`src/rtl/can_bt_pkg.sv`:
```
package can_bt_pkg;

  typedef enum logic [1:0] {
    SEG_SYNC = 2'd0,
    SEG_TS1  = 2'd1,
    SEG_TS2  = 2'd2
  } seg_e;

  // Second phase segment length in quanta; code 0 runs as the legal minimum.
  function automatic logic [3:0] ts2_quanta(input logic [2:0] code);
    return (code == 3'd0) ? 4'd2 : ({1'b0, code} + 4'd1);
  endfunction

  // Resynchronisation jump width in quanta.
  function automatic logic [2:0] sjw_quanta(input logic [1:0] code);
    return {1'b0, code} + 3'd1;
  endfunction

  // Majority of three samples.
  function automatic logic vote3(input logic a, input logic b, input logic c);
    return (a & b) | (a & c) | (b & c);
  endfunction

endpackage

```
`src/rtl/can_bt_rxfront.sv`:
```
// Receive front end: falling-edge detect and three-cycle majority vote.
module can_bt_rxfront (
  input  logic clk,
  input  logic rst_n,
  input  logic rx,
  output logic fall,
  output logic vote
);
  logic rx_d1, rx_d2;

  always_ff @(posedge clk) begin
    if (!rst_n) begin
      rx_d1 <= 1'b1;
      rx_d2 <= 1'b1;
    end else begin
      rx_d1 <= rx;
      rx_d2 <= rx_d1;
    end
  end

  assign fall = rx_d1 & ~rx;
  assign vote = can_bt_pkg::vote3(rx, rx_d1, rx_d2);
endmodule

```
`src/rtl/can_bt_segfsm.sv`:
```
// Segment sequencer with hard sync and bounded resynchronisation.
module can_bt_segfsm #(
  parameter int Q_W = 6
) (
  input  logic               clk,
  input  logic               rst_n,
  input  logic               tq_en,
  input  logic               fall,
  input  logic               bus_idle,
  input  logic               rx_bit,
  input  logic [Q_W-1:0]     ts1_len,
  input  logic [Q_W-1:0]     ts2_len,
  input  logic [Q_W-1:0]     sjw_len,
  output can_bt_pkg::seg_e   seg,
  output logic               take_sample,
  output logic               new_bit,
  output logic               hard_sync,
  output logic               resync_ts1,
  output logic               resync_ts2
);
  import can_bt_pkg::*;

  localparam logic [Q_W-1:0] ONE = Q_W'(1);

  seg_e           seg_q;
  logic [Q_W-1:0] q_q, ext_q, shrink_q;
  logic           resynced_q;

  logic           resync_ok, early_start, end_bit;
  logic [Q_W-1:0] late_err, ts2_left, ext_nxt, shrink_nxt, ts1_eff, ts2_eff;

  always_comb begin
    hard_sync   = fall && bus_idle;
    resync_ok   = fall && !bus_idle && !resynced_q && rx_bit;
    resync_ts1  = resync_ok && (seg_q == SEG_TS1);
    resync_ts2  = resync_ok && (seg_q == SEG_TS2);

    late_err    = q_q + ONE;
    ts2_left    = ts2_len - q_q;
    early_start = resync_ts2 && (ts2_left <= sjw_len);

    if (resync_ts1) ext_nxt = (late_err < sjw_len) ? late_err : sjw_len;
    else            ext_nxt = ext_q;
    shrink_nxt  = (resync_ts2 && !early_start) ? sjw_len : shrink_q;

    ts1_eff     = ts1_len + ext_nxt;
    ts2_eff     = ts2_len - shrink_nxt;

    take_sample = tq_en && !hard_sync && (seg_q == SEG_TS1) && (late_err >= ts1_eff);
    end_bit     = tq_en && !hard_sync && !early_start && (seg_q == SEG_TS2)
                  && (late_err >= ts2_eff);
    new_bit     = hard_sync || early_start || end_bit;
  end

  always_ff @(posedge clk) begin
    if (!rst_n) begin
      seg_q      <= SEG_SYNC;
      q_q        <= '0;
      ext_q      <= '0;
      shrink_q   <= '0;
      resynced_q <= 1'b0;
    end else if (new_bit) begin
      seg_q      <= SEG_SYNC;
      q_q        <= '0;
      ext_q      <= '0;
      shrink_q   <= '0;
      resynced_q <= hard_sync;
    end else begin
      ext_q    <= ext_nxt;
      shrink_q <= shrink_nxt;
      if (resync_ts1 || resync_ts2) resynced_q <= 1'b1;
      if (tq_en) begin
        unique case (seg_q)
          SEG_SYNC: begin
            seg_q <= SEG_TS1;
            q_q   <= '0;
          end
          SEG_TS1: begin
            if (take_sample) begin
              seg_q <= SEG_TS2;
              q_q   <= '0;
            end else begin
              q_q <= late_err;
            end
          end
          SEG_TS2: q_q <= late_err;
          default: begin
            seg_q <= SEG_SYNC;
            q_q   <= '0;
          end
        endcase
      end
    end
  end

  assign seg = seg_q;
endmodule

```
`src/rtl/can_bit_timing.sv`:
```
// CAN nominal bit timing and receive sampling unit.
module can_bit_timing #(
  parameter int TS1_W = 4
) (
  input  logic             clk,
  input  logic             rst_n,
  input  logic             tq_en,
  input  logic             rx,
  input  logic             bus_idle,
  input  logic [TS1_W-1:0] cfg_tseg1,
  input  logic [2:0]       cfg_tseg2,
  input  logic [1:0]       cfg_sjw,
  input  logic             cfg_triple,
  output logic             rx_bit,
  output logic             sample_stb,
  output logic             bit_stb,
  output logic             cfg_err
);
  import can_bt_pkg::*;

  // Room for the longest first segment plus the largest lengthening.
  localparam int Q_W = TS1_W + 2;

  logic [Q_W-1:0] ts1_len, ts2_len, sjw_len;
  logic           fall, vote;
  seg_e           seg;
  logic           take_sample, new_bit, hard_sync, resync_ts1, resync_ts2;
  logic           rx_bit_q, sample_q, bit_q;

  assign ts1_len = Q_W'(cfg_tseg1) + Q_W'(1);
  assign ts2_len = Q_W'(ts2_quanta(cfg_tseg2));
  assign sjw_len = Q_W'(sjw_quanta(cfg_sjw));
  assign cfg_err = (cfg_tseg2 == 3'd0);

  can_bt_rxfront u_front (
    .clk  (clk),
    .rst_n(rst_n),
    .rx   (rx),
    .fall (fall),
    .vote (vote)
  );

  can_bt_segfsm #(.Q_W(Q_W)) u_fsm (
    .clk        (clk),
    .rst_n      (rst_n),
    .tq_en      (tq_en),
    .fall       (fall),
    .bus_idle   (bus_idle),
    .rx_bit     (rx_bit_q),
    .ts1_len    (ts1_len),
    .ts2_len    (ts2_len),
    .sjw_len    (sjw_len),
    .seg        (seg),
    .take_sample(take_sample),
    .new_bit    (new_bit),
    .hard_sync  (hard_sync),
    .resync_ts1 (resync_ts1),
    .resync_ts2 (resync_ts2)
  );

  always_ff @(posedge clk) begin
    if (!rst_n) begin
      rx_bit_q <= 1'b1;
      sample_q <= 1'b0;
      bit_q    <= 1'b0;
    end else begin
      sample_q <= take_sample;
      bit_q    <= new_bit;
      if (take_sample) rx_bit_q <= cfg_triple ? vote : rx;
    end
  end

  assign rx_bit     = rx_bit_q;
  assign sample_stb = sample_q;
  assign bit_stb    = bit_q;
endmodule

```
`config.mk`:
```
export PLATFORM = sky130hd
export DESIGN_NAME = can_bit_timing
export DESIGN_NICKNAME = d
export VERILOG_FILES = /design/src/rtl/can_bt_pkg.sv /design/src/rtl/can_bt_rxfront.sv /design/src/rtl/can_bt_segfsm.sv /design/src/rtl/can_bit_timing.sv
export SDC_FILE = /design/constraint.sdc
export NUM_CORES = 1
export LEC_CHECK = 0
export BUFFER_PORTS_ARGS = -buffer_cell sky130_fd_sc_hd__buf_2
export CAP_MARGIN = 20
export CORE_ASPECT_RATIO = 0.5
export CORE_UTILIZATION = 64
export DETAILED_ROUTE_END_ITERATION = 10
export GPL_ROUTABILITY_DRIVEN = 0
export HOLD_SLACK_MARGIN = 0.12
export PLACE_DENSITY = 0.85
export SYNTH_ARGS = -nofsm -noshare
export SYNTH_HDL_FRONTEND = slang
export SYNTH_SLANG_ARGS = --single-unit
```
`constraint.sdc`:
```
create_clock -name clk -period 10.55 [get_ports clk]
set_input_delay 1.5825 -clock clk [delete_from_list [all_inputs] [get_ports clk]]
set_output_delay 1.5825 -clock clk [all_outputs]
set_load 0.02 [all_outputs]
```
==> results by group <==
Cells and area
  – Layout Utilization: 74.7%
  – Ant diodes: 0
  – Nets@finish: 325
  – P&R area growth vs syn: 7.93%
  – Proportion of layout cells with a drive suffix above 1: a little over a tenth

Logic synthesis
  – Count leader, synth: ha_1
  – Post-Synth Simple-Gate Area: about a fifth
  – Instance count of the mapped netlist: 253
  – Synth top area cells: dfxtp_1, ha_1, inv_1
  – Sequential cell area fraction in the yosys report: 24.2%
  – Synth unique cells: 46
  – #FFs+latches synth: 26
  – Multiplexer area fraction after synthesis: between 3 and 4%
  – Mapped Nets: 307
  – Number of synthesized flops with an enable pin: 0
  – Top-area cell type share of the netlist area: 24.2%
  – Synth Area in Adders: approximately a quarter
  – Synth warnings: 0
  – Cell Area, Synth: 2150 um2
  – Syn Area/Cell: approximately 8.5 um2
  – Ys async rst share: 0%
  – Main combinational cell family by area after synthesis: adder cells
  – Ys flop type: dfxtp_1
  – Synth area leader: dfxtp_1
  – Synth Area in XOR/XNOR: 5.71%
  – Most instantiated cells after synthesis: ha_1, dfxtp_1, inv_1
  – Compound-cell area share of the yosys netlist: 18.0%

Placed design
  – PortBufs: 18
  – DP HPWL: 3470 um

Clock network
  – Clock sink count: 26
  – H-tree Lvls: 1
  – CTS resizes: 0
  – CTS buffer count: 3
  – Hold Buf Count CTS: 0
  – Post-CTS setup buffer count: 0
  – CTS tree: built
  – Clk slew on worst S/H paths: 100 ps
  – Clk root buf: clkbuf_8
  – Clk Latency, worst-skew pair: 280 ps
  – Bufs on Longest Clock Path: 2

Floorplanning
  – Die width: between 80 and 90 um
  – Core area: 3100 um2
  – Die ar.: 3600 um2
  – Die Y: 43.0 um
  – Ports: 19
  – Row count: 14
  – Initial Util: 69.2%

Power and ir drop
  – Pwr/cell area: 94.7 nW/um2
  – Sequential power share: roughly 46%
  – P_sw: about 0.065 mW
  – VDD IR max: 0.0750 mV
  – Internal Power: ~0.15 mW
  – Clock network fraction of total power: a little under a third
  – Sw Ratio: 29.4%
  – Leakage: 1.03 nW
  – Comb pwr share: 23.8%

STA
  – Fmax: around 0.13 GHz
  – Final setup viols: 0
  – Hold Vio Cnt, Final: 0
  – Worst Max-Slew Pin Slew: 929 ps
  – Final worst-path cycle share: a little under three quarters
  – Relative slew slack: 37.9%
  – Setup TNS: 0 ps
  – Final-report max-slew violation count: 0
  – Tmin final: 7510 ps
  – Post-route clock skew: 7.83 ps
  – RSZ-0062 raised after global routing: no

Routing
  – DRT antenna net count: 0
  – Iter 0 DRT Violations: about 140
  – Drt via density: roughly 5.9
  – Via Count: 1816
  – Avg WL per Cell: 14.3 um
  – Drt pass-1 iters: 8
  – DRC Markers: 2
  – Routed Wire Length: around 4400 um

Global route
  – Met1 Use GR: ~38%
  – Pin count of the biggest net entering global routing: 21
  – First-pass GRT wire length: 7510 um
  – GR Layer Usage met3: approximately 4.7%
  – Vias in the first global route: 1655
  – Initial antenna violation count: 0
  – GR Util met2: 43.9%
  – Total GRT Usage: between 20 and 30%
  – Gr ovfl total: 0
  – Most Crowded Layer GR: met2

Setup path
  – Most common cell type on the critical path: ha_1
  – Worst Path Arrival: 7700 ps
  – Worst Path Max Fanout: 20
  – Crit-path slowest cell: nand4_1
  – Critical path buffer and inverter count: 3
  – CP max stage delay: around 740 ps
  – Critical path class: input pin to register
  – CP Capture Type: register
  – Worst EP required: around 11000 ps
  – Crit path max-delay family: compound AO/OA/AOI/OAI gates
  – CP startpoint kind: input pin

Status
  – Violations in the final reports: DRC
  – Outcome: finished with violations

Run
  – Max-cap viol count: 0

Min path
  – Hold WC Path Type: register to register
## state kept, by name, summed over array words and instances (netlist names)
register	cells
rx_bit	1
u_fsm.seg	2
u_fsm.ext_q	6
u_fsm.shrink_q	6
u_front.rx_d2	1
u_front.rx_d1	1
bit_stb	1
u_fsm.resynced_q	1
sample_stb	1
u_fsm.q_q	6
## through the flow
step	instance area, um2	worst slack (ps)	total power, mW	hold slack [ps]	cells
3_5_place_dp	2260	2890	0.155	437	306
6_report	2320	3040	0.219	447	310
3_3_place_gp	2260	3210	0.152	426	306
4_1_cts	2320	3090	0.219	449	310
2_1_floorplan	2150	4310	0.142	421	253
5_1_grt	2320	2570	0.230	461	310
## worst min-delay path: stages (launching register included)
cell     delay [ps]
dfxtp_1         330
nand2_1          50
nor2_1           30
## power groups by stage
stage	Sequential (mW)	Clock, mW	Combinational [mW]
floorplan	0.103	0	0.0389
global placement	0.103	0	0.0494
detailed placement	0.103	0	0.0517
CTS	0.101	0.0657	0.0523
global route	0.101	0.0695	0.0592
finish	0.101	0.0664	0.0523
## logic make-up after synthesis
family          count (synthesis)
mux                             6
fa+ha+maj                      39
xor+xnor                       14
buf+inv                        31
flops                          26
simple gates                   84
compound gates                 53
## metal layers
| metal | vias up | routed length (um) |
|---|---|---|
| met1 | 844 | 2110 |
| met2 | 53 | 1950 |
| met4 | 0 | 30 |
| li1 | 915 | - |
| met5 | - | 0 |
| met3 | 4 | 337 |
## worst paths after layout
check	cells after the start	endpoint	slack [ps]	from
setup / recovery	25	u_fsm.q_q[2]$_SDFFE_PP0P_	3040	cfg_tseg2[0]
hold / removal	2	u_fsm.ext_q[5]$_SDFF_PP0_	450	u_fsm.ext_q[5]$_SDFF_PP0_
setup reg to reg	20	u_fsm.q_q[2]$_SDFFE_PP0P_	4330	u_fsm.q_q[0]$_SDFFE_PP0P_
hold reg to reg	2	u_fsm.ext_q[5]$_SDFF_PP0_	450	u_fsm.ext_q[5]$_SDFF_PP0_
## layout make-up
class / count / area [um2]
fillers: 241 / 783
repair buffers: 18 / 90.1
clock buffers: 4 / 55.1
flip-flops and latches: 26 / 520
inverters: 26 / 97.6
multi-input cells: 196 / 1500
well taps: 40 / 50.0
## layout by cell type (no fill, tap or decap), drive strengths merged, types with 10 or more instances in the layout
cell and n:
xnor2 10, o21ai 10, nor2 25, nand2 19, ha 36, buf 18, a21oi 13, dfxtp 26
inv 26
(Power assumes the default switching activity.)
